`config.mk`:
```
export PLATFORM = sky130hd
export DESIGN_NAME = tpw_top
export DESIGN_NICKNAME = d
export VERILOG_FILES = /design/src/rtl/tpw_pkg.sv /design/src/rtl/tpw_ctrl.sv /design/src/rtl/tpw_datapath.sv /design/src/rtl/tpw_top.sv
export SDC_FILE = /design/constraint.sdc
export NUM_CORES = 1
export LEC_CHECK = 0
export BUFFER_PORTS_ARGS = -buffer_cell sky130_fd_sc_hd__buf_2
export CORE_UTILIZATION = 30
export DETAILED_ROUTE_END_ITERATION = 10
export GPL_TIMING_DRIVEN = 0
export PLACE_DENSITY_LB_ADDON = 0.05
export SLEW_MARGIN = 15
export SYNTH_ARGS = -nofsm -noshare
export SYNTH_HDL_FRONTEND = slang
export SYNTH_SLANG_ARGS = --single-unit
```
`constraint.sdc`:
```
create_clock -name clk -period 8 [get_ports clk]
set_input_delay 1.6 -clock clk [delete_from_list [all_inputs] [get_ports clk]]
set_output_delay 1.6 -clock clk [all_outputs]
set_load 0.1 [all_outputs]
```
`src/rtl/tpw_pkg.sv`:
```
package tpw_pkg;

  typedef enum logic [1:0] {
    MODE_SPLIT   = 2'd0,
    MODE_DUALPWM = 2'd1,
    MODE_WIDE    = 2'd2,
    MODE_WIDEPWM = 2'd3
  } tmrMode_e;

  localparam logic [2:0] ADDR_CTRL    = 3'd0;
  localparam logic [2:0] ADDR_PRE     = 3'd1;
  localparam logic [2:0] ADDR_PER_LO  = 3'd2;
  localparam logic [2:0] ADDR_PER_HI  = 3'd3;
  localparam logic [2:0] ADDR_DUTY_LO = 3'd4;
  localparam logic [2:0] ADDR_DUTY_HI = 3'd5;

  // strobes from control to datapath
  typedef struct packed {
    tmrMode_e mode;
    logic     tickLo;   // advance low half / 16-bit counter
    logic     tickHi;   // advance high half (split modes)
    logic     clrLo;    // low half (or 16-bit counter) stopped
    logic     clrHi;    // high half stopped
  } tmrStrobe_t;

endpackage

```
`src/rtl/tpw_ctrl.sv`:
```
module tpw_ctrl
  import tpw_pkg::*;
#(
  parameter int HALF_W = 8,
  parameter int PRE_W  = 8,
  parameter int DATA_W = 8
) (
  input  logic              clk,
  input  logic              rstN,
  input  logic              wrEn,
  input  logic [2:0]        wrAddr,
  input  logic [DATA_W-1:0] wrData,
  input  logic              evtIn,
  output tmrStrobe_t        st,
  output logic [HALF_W-1:0] perShLo,
  output logic [HALF_W-1:0] perShHi,
  output logic [HALF_W-1:0] dutyShLo,
  output logic [HALF_W-1:0] dutyShHi,
  output logic              beepOn,
  output logic              beepWave
);

  tmrMode_e         modeR;
  logic             runLoR, runHiR, evtSelR, beepR;
  logic [PRE_W-1:0] preDiv, preCnt;
  logic             evtPrev, beepFf;

  logic actLo, actHi, preOn, preTick, evtRise, useEvt, wide;

  assign wide    = modeR[1];
  assign actLo   = runLoR;
  assign actHi   = runHiR & ~wide;
  assign preOn   = actLo | actHi;
  assign preTick = preOn && (preCnt == preDiv);
  assign evtRise = evtIn & ~evtPrev;
  assign useEvt  = evtSelR & ~modeR[0];

  always_ff @(posedge clk or negedge rstN) begin
    if (!rstN) begin
      modeR    <= MODE_SPLIT;
      runLoR   <= 1'b0;
      runHiR   <= 1'b0;
      evtSelR  <= 1'b0;
      beepR    <= 1'b0;
      preDiv   <= '0;
      perShLo  <= '0;
      perShHi  <= '0;
      dutyShLo <= '0;
      dutyShHi <= '0;
    end else if (wrEn) begin
      case (wrAddr)
        ADDR_CTRL: begin
          modeR   <= tmrMode_e'(wrData[1:0]);
          runLoR  <= wrData[2];
          runHiR  <= wrData[3];
          evtSelR <= wrData[4];
          beepR   <= wrData[5];
        end
        ADDR_PRE:     preDiv   <= wrData[PRE_W-1:0];
        ADDR_PER_LO:  perShLo  <= wrData[HALF_W-1:0];
        ADDR_PER_HI:  perShHi  <= wrData[HALF_W-1:0];
        ADDR_DUTY_LO: dutyShLo <= wrData[HALF_W-1:0];
        ADDR_DUTY_HI: dutyShHi <= wrData[HALF_W-1:0];
        default: ;
      endcase
    end
  end

  // prescaler, event edge detector, beeper divider
  always_ff @(posedge clk or negedge rstN) begin
    if (!rstN) begin
      preCnt  <= '0;
      evtPrev <= 1'b0;
      beepFf  <= 1'b0;
    end else begin
      evtPrev <= evtIn;
      if (!preOn) begin
        preCnt <= '0;
        beepFf <= 1'b0;
      end else if (preTick) begin
        preCnt <= '0;
        beepFf <= ~beepFf;
      end else begin
        preCnt <= preCnt + 1'b1;
      end
    end
  end

  always_comb begin
    st.mode   = modeR;
    st.tickLo = actLo & (useEvt ? evtRise : preTick);
    st.tickHi = actHi & preTick;
    st.clrLo  = ~actLo;
    st.clrHi  = ~actHi;
  end

  assign beepOn   = beepR;
  assign beepWave = beepFf;

endmodule

```
`src/rtl/tpw_datapath.sv`:
```
module tpw_datapath
  import tpw_pkg::*;
#(
  parameter int HALF_W = 8
) (
  input  logic              clk,
  input  logic              rstN,
  input  tmrStrobe_t        st,
  input  logic [HALF_W-1:0] perShLo,
  input  logic [HALF_W-1:0] perShHi,
  input  logic [HALF_W-1:0] dutyShLo,
  input  logic [HALF_W-1:0] dutyShHi,
  input  logic              beepOn,
  input  logic              beepWave,
  output logic              outLo,
  output logic              outHi,
  output logic              irqLo,
  output logic              irqHi,
  output logic [HALF_W-1:0] cntLoO,
  output logic [HALF_W-1:0] perActLoO,
  output logic [HALF_W-1:0] dutyActLoO
);

  localparam int WIDE_W = 2 * HALF_W;
  localparam logic [HALF_W-1:0] TOP = '1;

  logic [HALF_W-1:0] cntLo, cntHi, perActLo, perActHi, dutyActLo, dutyActHi;
  logic              togLo, togHi;
  logic              wide, pwmMode;
  logic [HALF_W-1:0] limLo, limHi, fullLimLo;
  logic [WIDE_W-1:0] cntW, cntWNext;
  logic              lowEvt, fullHit;

  assign wide      = st.mode[1];
  assign pwmMode   = st.mode[0];
  assign limLo     = pwmMode ? TOP : perActLo;
  assign limHi     = pwmMode ? TOP : perActHi;
  assign fullLimLo = pwmMode ? TOP : perActLo;
  assign cntW      = {cntHi, cntLo};
  assign cntWNext  = cntW + 1'b1;
  assign lowEvt    = (cntLo == fullLimLo);
  assign fullHit   = (cntW == {perActHi, fullLimLo});

  always_ff @(posedge clk or negedge rstN) begin
    if (!rstN) begin
      cntLo <= '0; cntHi <= '0;
      perActLo <= '0; perActHi <= '0;
      dutyActLo <= '0; dutyActHi <= '0;
      togLo <= 1'b0; togHi <= 1'b0;
      irqLo <= 1'b0; irqHi <= 1'b0;
    end else begin
      irqLo <= 1'b0;
      irqHi <= 1'b0;
      if (!wide) begin
        // low half on its own
        if (st.clrLo) begin
          cntLo <= '0; togLo <= 1'b0;
          perActLo <= perShLo; dutyActLo <= dutyShLo;
        end else if (st.tickLo) begin
          if (cntLo == limLo) begin
            cntLo <= '0; togLo <= ~togLo; irqLo <= 1'b1;
            perActLo <= perShLo; dutyActLo <= dutyShLo;
          end else begin
            cntLo <= cntLo + 1'b1;
          end
        end
        // high half on its own
        if (st.clrHi) begin
          cntHi <= '0; togHi <= 1'b0;
          perActHi <= perShHi; dutyActHi <= dutyShHi;
        end else if (st.tickHi) begin
          if (cntHi == limHi) begin
            cntHi <= '0; togHi <= ~togHi; irqHi <= 1'b1;
            perActHi <= perShHi; dutyActHi <= dutyShHi;
          end else begin
            cntHi <= cntHi + 1'b1;
          end
        end
      end else begin
        // halves chained into one counter
        if (st.clrLo) begin
          cntLo <= '0; cntHi <= '0; togLo <= 1'b0; togHi <= 1'b0;
          perActLo <= perShLo; perActHi <= perShHi;
          dutyActLo <= dutyShLo; dutyActHi <= dutyShHi;
        end else if (st.tickLo) begin
          if (fullHit) begin
            {cntHi, cntLo} <= '0;
            togHi <= ~togHi; irqHi <= 1'b1;
            perActLo <= perShLo; perActHi <= perShHi; dutyActHi <= dutyShHi;
          end else begin
            {cntHi, cntLo} <= cntWNext;
          end
          if (lowEvt) begin
            irqLo <= 1'b1;
            if (pwmMode) dutyActLo <= dutyShLo;
            else         togLo <= ~togLo;
          end
        end
      end
    end
  end

  logic pwmLo, pwmHi;
  assign pwmLo = ~st.clrLo && (cntLo < dutyActLo);
  assign pwmHi = ~st.clrHi && (cntHi < dutyActHi);

  assign outLo = pwmMode ? pwmLo : togLo;
  assign outHi = beepOn ? beepWave : ((st.mode == MODE_DUALPWM) ? pwmHi : togHi);

  assign cntLoO     = cntLo;
  assign perActLoO  = perActLo;
  assign dutyActLoO = dutyActLo;

endmodule

```
`src/rtl/tpw_top.sv`:
```
module tpw_top
  import tpw_pkg::*;
#(
  parameter int HALF_W = 8,
  parameter int PRE_W  = 8,
  localparam int DATA_W = (HALF_W > PRE_W) ? HALF_W : PRE_W
) (
  input  logic              clk,
  input  logic              rstN,
  input  logic              wrEn,
  input  logic [2:0]        wrAddr,
  input  logic [DATA_W-1:0] wrData,
  input  logic              evtIn,
  output logic              outLo,
  output logic              outHi,
  output logic              irqLo,
  output logic              irqHi
);

  tmrStrobe_t        st;
  logic [HALF_W-1:0] perShLo, perShHi, dutyShLo, dutyShHi;
  logic              beepOn, beepWave;
  logic [HALF_W-1:0] cntLo, perActLo, dutyActLo;

  tpw_ctrl #(.HALF_W(HALF_W), .PRE_W(PRE_W), .DATA_W(DATA_W)) u_ctrl (
    .clk(clk), .rstN(rstN), .wrEn(wrEn), .wrAddr(wrAddr), .wrData(wrData),
    .evtIn(evtIn), .st(st), .perShLo(perShLo), .perShHi(perShHi),
    .dutyShLo(dutyShLo), .dutyShHi(dutyShHi), .beepOn(beepOn), .beepWave(beepWave)
  );

  tpw_datapath #(.HALF_W(HALF_W)) u_dp (
    .clk(clk), .rstN(rstN), .st(st), .perShLo(perShLo), .perShHi(perShHi),
    .dutyShLo(dutyShLo), .dutyShHi(dutyShHi), .beepOn(beepOn), .beepWave(beepWave),
    .outLo(outLo), .outHi(outHi), .irqLo(irqLo), .irqHi(irqHi),
    .cntLoO(cntLo), .perActLoO(perActLo), .dutyActLoO(dutyActLo)
  );

endmodule

```
## After elaboration in Yosys (flattened, before gate mapping)

Index checks and enable logic that the tools add are counted.

- $add $sub $neg: 4
- Magnitude comparators: 2
- Eq/ne operators: 20
- Multiplexer cells: 78
- Bitwise gates (word level): 12
- Reduce and logical (&&, ||, !) cells: 15

Operator list:

| kind | number |
|---|---|
| 8-bit 2-to-1 mux | 47 |
| 1-bit 2-to-1 mux | 31 |
| 8-bit by 1-bit adder with 8-bit output (second input constant) | 3 |
| 8-bit equality test | 3 |
| 16-bit by 1-bit adder with 16-bit output (second input constant) | 1 |
| 16-bit equality test | 1 |
| 8-bit less-than comparator | 2 |
| 2-bit AND reduction | 7 |
| 3-bit != test (second input constant) | 3 |
| 3-bit AND reduction | 3 |
| 3-bit by 2-bit equality test with 1-bit output (second input constant) | 2 |
| 3-bit equality test (second input constant) | 2 |
| 3-bit by 1-bit != test with 1-bit output (second input constant) | 2 |
| 3-bit by 2-bit != test with 1-bit output (second input constant) | 2 |
| 1-bit inverter | 6 |
| 1-bit bitwise AND | 5 |
| 2-bit != test (second input constant) | 2 |
| 4-bit AND reduction | 1 |
| 3-bit by 1-bit equality test with 1-bit output (second input constant) | 1 |
| 1-bit logical AND | 3 |
| 3-bit logical NOT | 1 |
| 2-bit by 1-bit equality test with 1-bit output (second input constant) | 1 |
| 2-bit by 1-bit != test with 1-bit output (second input constant) | 1 |
| 1-bit OR | 1 |

- Bits in registers: 108
- Input port bits: 15
- Output and inout port bits: 4
- Word-level logic and storage cells: 154

## Logic depth before layout (Yosys ltp)

- Depth after elaboration: 9
- Mapped depth: 11
- Depth with buffers taken out: 9

## Modules after synthesis

Synthesis repeated with hierarchy kept, for this count alone.

- Cell total of the unflattened synthesis: 484
- Area total of the unflattened synthesis: 5532.8 um^2

Modules (own cells, without submodules):

| module | instances | cells an instance | area an instance (um^2) | sequential area each (um^2) |
|---|---|---|---|---|
| tpw_datapath | 1 | 323 | 3205.6 | 1301.2 |
| tpw_ctrl | 1 | 161 | 2327.2 | 1401.3 |

## Worst setup path before layout

No wires, ideal clock.

- Path kind: register -> output
- From: reg u_dp.cntLo[1] (netlist: u_dp.cntLoO[1])
- To: out outLo
- Arrival: 2897 ps
- Data required time: 6400 ps
- Setup slack: 3503 ps
- Stages on the path, launching flop included: 9
- Path buffers: 0
- Cell sequence: dfrtp_1 -> ha_1 -> a21o_1 -> a21oi_1 -> nor2b_1 -> o21ai_0 -> a21oi_1 -> o21a_1 -> o22ai_1

- Longest elaborated chain between the ends: 3

RTL lines:

| item | line | RTL |
|---|---|---|
| from (decl) | tpw_datapath.sv:27 | `logic [HALF_W-1:0] cntLo, cntHi, perActLo, perActHi, dutyActLo, dutyActHi;` |
| from (signal assigned) | tpw_datapath.sv:64 | `cntLo <= cntLo + 1'b1;` |
| from (signal assigned) | tpw_datapath.sv:91 | `{cntHi, cntLo} <= cntWNext;` |
| 8-bit less-than comparator | tpw_datapath.sv:104 | `assign pwmLo = ~st.clrLo && (cntLo < dutyActLo);` |
| 1-bit logical AND | tpw_datapath.sv:104 |  |
| 1-bit 2-to-1 mux | tpw_datapath.sv:107 | `assign outLo = pwmMode ? pwmLo : togLo;` |
| to (decl) | tpw_top.sv:14 | `output logic outLo,` |

Every way passes these cells.

## Worst setup path after layout

Same ends and word-level chain as after synthesis.

==> run_summary.xml <==
<?xml version="1.0" encoding="UTF-8"?>
<metrics>
  <group name="global_routing">
    <metric name="grtUsageTotal" unit="">0.1496</metric>
    <metric name="grt_start_max_net_pins" unit="">59</metric>
    <metric name="grt_pass1_vias" unit="">3557</metric>
    <metric name="antenna_found_initial" unit="">0</metric>
    <metric name="global_route_wire_length_before_repair" unit="um">20250</metric>
    <metric name="globalRoute.totalOverflow" unit="">0</metric>
  </group>
  <group name="power">
    <metric name="power_share_of_the_sequential_group" unit="">0.446</metric>
    <metric name="power.share.combinational" unit="">0.312</metric>
    <metric name="internal_power" unit="uW">1247</metric>
    <metric name="sw_frac_of_total" unit="">0.3292</metric>
    <metric name="net-switching-power" unit="uW">612.1</metric>
    <metric name="pwr-share-clk" unit="">0.242</metric>
    <metric name="p_per_cell_area" unit="nW/um2">307.8</metric>
    <metric name="power_leakage" unit="uW">0.002694</metric>
    <metric name="peakVddDrop" unit="V">0.0001114</metric>
  </group>
  <group name="route">
    <metric name="drcViolationCount" unit="">0</metric>
    <metric name="vias" unit="">3430</metric>
    <metric name="dr.first_iter.drc_count" unit="">213</metric>
    <metric name="drt-pass1-iter-count" unit="">4</metric>
    <metric name="total_length_of_routed_wires" unit="um">12230</metric>
    <metric name="drt-wirelength-per-cell" unit="um">17.18</metric>
    <metric name="detail_route.vias_per_cell" unit="">4.817</metric>
    <metric name="detail-route-antenna-nets" unit="">0</metric>
  </group>
  <group name="yosys">
    <metric name="synth_cells" unit="">454</metric>
    <metric name="net_count_after_synthesis" unit="">486</metric>
    <metric name="synthesis.area" unit="um2">5340</metric>
    <metric name="count_of_unique_library_cells_instantiated_by_yosys" unit="">57</metric>
    <metric name="yosysWarningCount" unit="">0</metric>
    <metric name="synth_sequential_area_ratio" unit="">0.5061</metric>
    <metric name="ys_dominant_reg_cell" unit="">sky130_fd_sc_hd__dfrtp_1</metric>
    <metric name="synth-edff-count" unit="">0</metric>
    <metric name="ys_ff_latch" unit="">108</metric>
    <metric name="avg_inst_size_synth" unit="um2">11.76</metric>
    <metric name="postSynth.asyncResetShare" unit="">1.000</metric>
  </group>
  <group name="run">
    <metric name="maxCapViolCount" unit="">0</metric>
  </group>
  <group name="placed_design">
    <metric name="dpl-instance-area" unit="um2">5752</metric>
    <metric name="gp_congestion" unit="">0.7293</metric>
    <metric name="detailedPlacementHpwl" unit="um">8831</metric>
    <metric name="place.port_buffers" unit="">16</metric>
    <metric name="dpl.cell_count" unit="">697</metric>
  </group>
  <group name="die">
    <metric name="die_w" unit="um">135.4</metric>
    <metric name="fp.coreArea" unit="um2">17360</metric>
    <metric name="initial_core_utilization" unit="">0.3077</metric>
    <metric name="io_pins" unit="">19</metric>
    <metric name="floorplan.rows" unit="">48</metric>
    <metric name="floorplan.die.height" unit="um">135.4</metric>
    <metric name="dieArea" unit="um2">18340</metric>
  </group>
  <group name="setup_path">
    <metric name="critical_path_peak_fanout" unit="">7</metric>
    <metric name="path_class" unit="">reg2out</metric>
    <metric name="critical_path.startpoint_type" unit="">register</metric>
    <metric name="critical_path_required" unit="ps">6400</metric>
    <metric name="end_kind" unit="">output port</metric>
    <metric name="critical_path_arrival" unit="ps">2610</metric>
  </group>
  <group name="clock_network">
    <metric name="cts_resized" unit="">0</metric>
    <metric name="max-clock-path-buffers" unit="">2</metric>
    <metric name="tritoncts.num_buffers" unit="">9</metric>
    <metric name="htree_levels" unit="">3</metric>
    <metric name="clk-insertion-delay-late" unit="ps">350</metric>
    <metric name="post_cts_buffers" unit="">0</metric>
    <metric name="cts_tree" unit="">done</metric>
    <metric name="clock-root-buffer" unit="">sky130_fd_sc_hd__clkbuf_16</metric>
    <metric name="worst_setup_hold_path_clk_slew" unit="ps">70</metric>
    <metric name="numClockSinks" unit="">108</metric>
    <metric name="cts_hold_repair.buffers" unit="">0</metric>
  </group>
  <group name="sta">
    <metric name="finalCriticalPeriod" unit="ps">4208</metric>
    <metric name="max_freq" unit="MHz">237.6</metric>
    <metric name="worst_slew_margin_rel" unit="">0.3617</metric>
    <metric name="post-route-period-util" unit="">0.5260</metric>
    <metric name="setup_violations_final" unit="">0</metric>
    <metric name="worst_slew_pin_slew" unit="ps">951.1</metric>
    <metric name="final_report_max_slew_violation_count" unit="">0</metric>
    <metric name="fin_tns_setup" unit="ps">0</metric>
    <metric name="fin_clk_skew" unit="ps">7.233</metric>
    <metric name="hold_ws" unit="ps">502.9</metric>
    <metric name="final-hold-violation-count" unit="">0</metric>
    <metric name="setup_repair_after_global_routing_missed_its_margin" unit="">false</metric>
  </group>
  <group name="final_layout">
    <metric name="final_common_cell" unit="">sky130_fd_sc_hd__dfrtp_1</metric>
    <metric name="number_of_nets_in_the_layout" unit="">515</metric>
    <metric name="postLayoutCellArea" unit="um2">6042</metric>
    <metric name="mostFrequentLayoutCells" unit="">sky130_fd_sc_hd__dfrtp_1 (108), sky130_fd_sc_hd__mux2_2 (64), sky130_fd_sc_hd__nor2_1 (32)</metric>
    <metric name="num-fill-cells" unit="">1742</metric>
    <metric name="final_layout_size_suffix_gt1_frac" unit="">0.2608</metric>
    <metric name="n_antenna_cell" unit="">0</metric>
    <metric name="flow.area_growth_from_synthesis" unit="%">13.14</metric>
    <metric name="layoutNonFillerInstCount" unit="">712</metric>
  </group>
  <group name="min_path">
    <metric name="holdCritPathClass" unit="">reg2reg</metric>
  </group>
  <group name="outcome">
    <metric name="run_status" unit="">completed</metric>
  </group>
</metrics>
-- layout make-up --
type	instances	area [um2]	area share
multi-input cells	306	2479	0.4102
well taps	225	281.5	0.04659
flip-flops and latches	108	2703	0.4473
plain buffers	16	80.08	0.01325
repair buffers	18	118.9	0.01967
clock buffers	10	229.0	0.03790
clock inverters	5	61.31	0.01015
inverters	24	90.09	0.01491
-- synth_stat cells, types with 3 or more instances --
master | n | area, um2
sky130_fd_sc_hd__and3_1 | 4 | 25.02
sky130_fd_sc_hd__a21boi_0 | 3 | 22.52
sky130_fd_sc_hd__dfrtp_1 | 108 | 2703
sky130_fd_sc_hd__xnor2_1 | 11 | 96.34
sky130_fd_sc_hd__ha_1 | 17 | 212.7
sky130_fd_sc_hd__nor4bb_1 | 6 | 60.06
sky130_fd_sc_hd__nand3_1 | 8 | 40.04
sky130_fd_sc_hd__o21ai_0 | 12 | 60.06
sky130_fd_sc_hd__xor2_1 | 14 | 122.6
sky130_fd_sc_hd__mux2_4 | 14 | 210.2
sky130_fd_sc_hd__a21oi_1 | 20 | 100.1
sky130_fd_sc_hd__nand4_1 | 5 | 31.28
sky130_fd_sc_hd__nor2b_1 | 9 | 56.30
sky130_fd_sc_hd__clkbuf_1 | 12 | 45.04
sky130_fd_sc_hd__or2_2 | 4 | 25.02
sky130_fd_sc_hd__a21o_1 | 7 | 52.55
sky130_fd_sc_hd__inv_1 | 23 | 86.33
sky130_fd_sc_hd__nand2_1 | 20 | 75.07
sky130_fd_sc_hd__nor2_1 | 32 | 120.1
sky130_fd_sc_hd__nor4_1 | 3 | 18.77
sky130_fd_sc_hd__mux2_2 | 64 | 720.7
sky130_fd_sc_hd__o22ai_1 | 8 | 50.05
-- critical path, stage by stage (launching register included) --
cell                      delay (ps)
sky130_fd_sc_hd__dfrtp_1         490
sky130_fd_sc_hd__ha_1            330
sky130_fd_sc_hd__a21o_1          150
sky130_fd_sc_hd__a21oi_1         150
sky130_fd_sc_hd__nor2b_1          60
sky130_fd_sc_hd__o21ai_0         150
sky130_fd_sc_hd__a21oi_1         100
sky130_fd_sc_hd__o21a_1          200
sky130_fd_sc_hd__o22ai_1         150
sky130_fd_sc_hd__buf_2           450
-- metal layers --
metal,up-vias,GRT usage,part of all wire
met2,35,0.2125,0.42
li1,1670,-,-
met3,10,0.03479,0.026
met1,1715,0.2241,0.54
met5,-,0,0
met4,0,0.04120,0.011
-- worst paths after layout --
kind	cells past startpoint	end	slack, ps	from
max	9	outLo	3790	u_dp.cntLoO[1]
min	1	u_ctrl.preCnt[0]	500	u_ctrl.preCnt[0]
max reg2reg	9	u_dp.perActLoO[6]	4480	u_ctrl.preCnt[2]
min reg2reg	1	u_ctrl.preCnt[0]	500	u_ctrl.preCnt[0]
max in group asynchronous	2	u_dp.dutyActLoO[1]	6150	rstN
min in group asynchronous	1	u_dp.cntHi[6]	1200	rstN
-- flip-flops by register name (all words and copies together), names as in the netlist, 2 cells and up --
name	count
u_dp.perActHi	8
u_ctrl.perShHi	8
u_ctrl.dutyShLo	8
u_ctrl.preCnt	8
u_dp.perActLoO	8
u_ctrl.modeR	2
u_dp.dutyActHi	8
u_dp.dutyActLoO	8
u_ctrl.perShLo	8
u_ctrl.preDiv	8
u_dp.cntHi	8
u_ctrl.dutyShHi	8
u_dp.cntLoO	8
-- through the flow --
stage / power (uW) / setup slack (ps) / util
6_report: 1859 / 3792 / 0.3481
3_5_place_dp: 1431 / 4015 / 0.3314
2_1_floorplan: 1266 / 3503 / -
4_1_cts: 1892 / 3735 / 0.3481
3_3_place_gp: 1416 / 3875 / 0.3285
5_1_grt: 1997 / 3607 / 0.3481
-- power groups by stage --
stage          clock, uW  sequential [uW]  combinational [uW]
2_1_floorplan          0              795                 472
3_3_place_gp           0              838                 578
3_5_place_dp           0              843                 588
4_1_cts              470              831                 591
5_1_grt              493              855                 649
6_report             449              830                 580
-- logic make-up (layout without fill, tap and decap cells) --
family                     after synthesis  count (layout)  synth area share
and+or+nand+nor                        112             112            0.1143
DFF                                    108             108            0.5061
muxes                                   78              78            0.1743
AOI/OAI and AO/OA                       74              74           0.09255
buffers and inverters                   40              73           0.03186
xor gates and xnor gates                25              25           0.04100
adders and majority gates               17              17           0.03983
No activity file was read; power rests on OpenSTA's default activity.
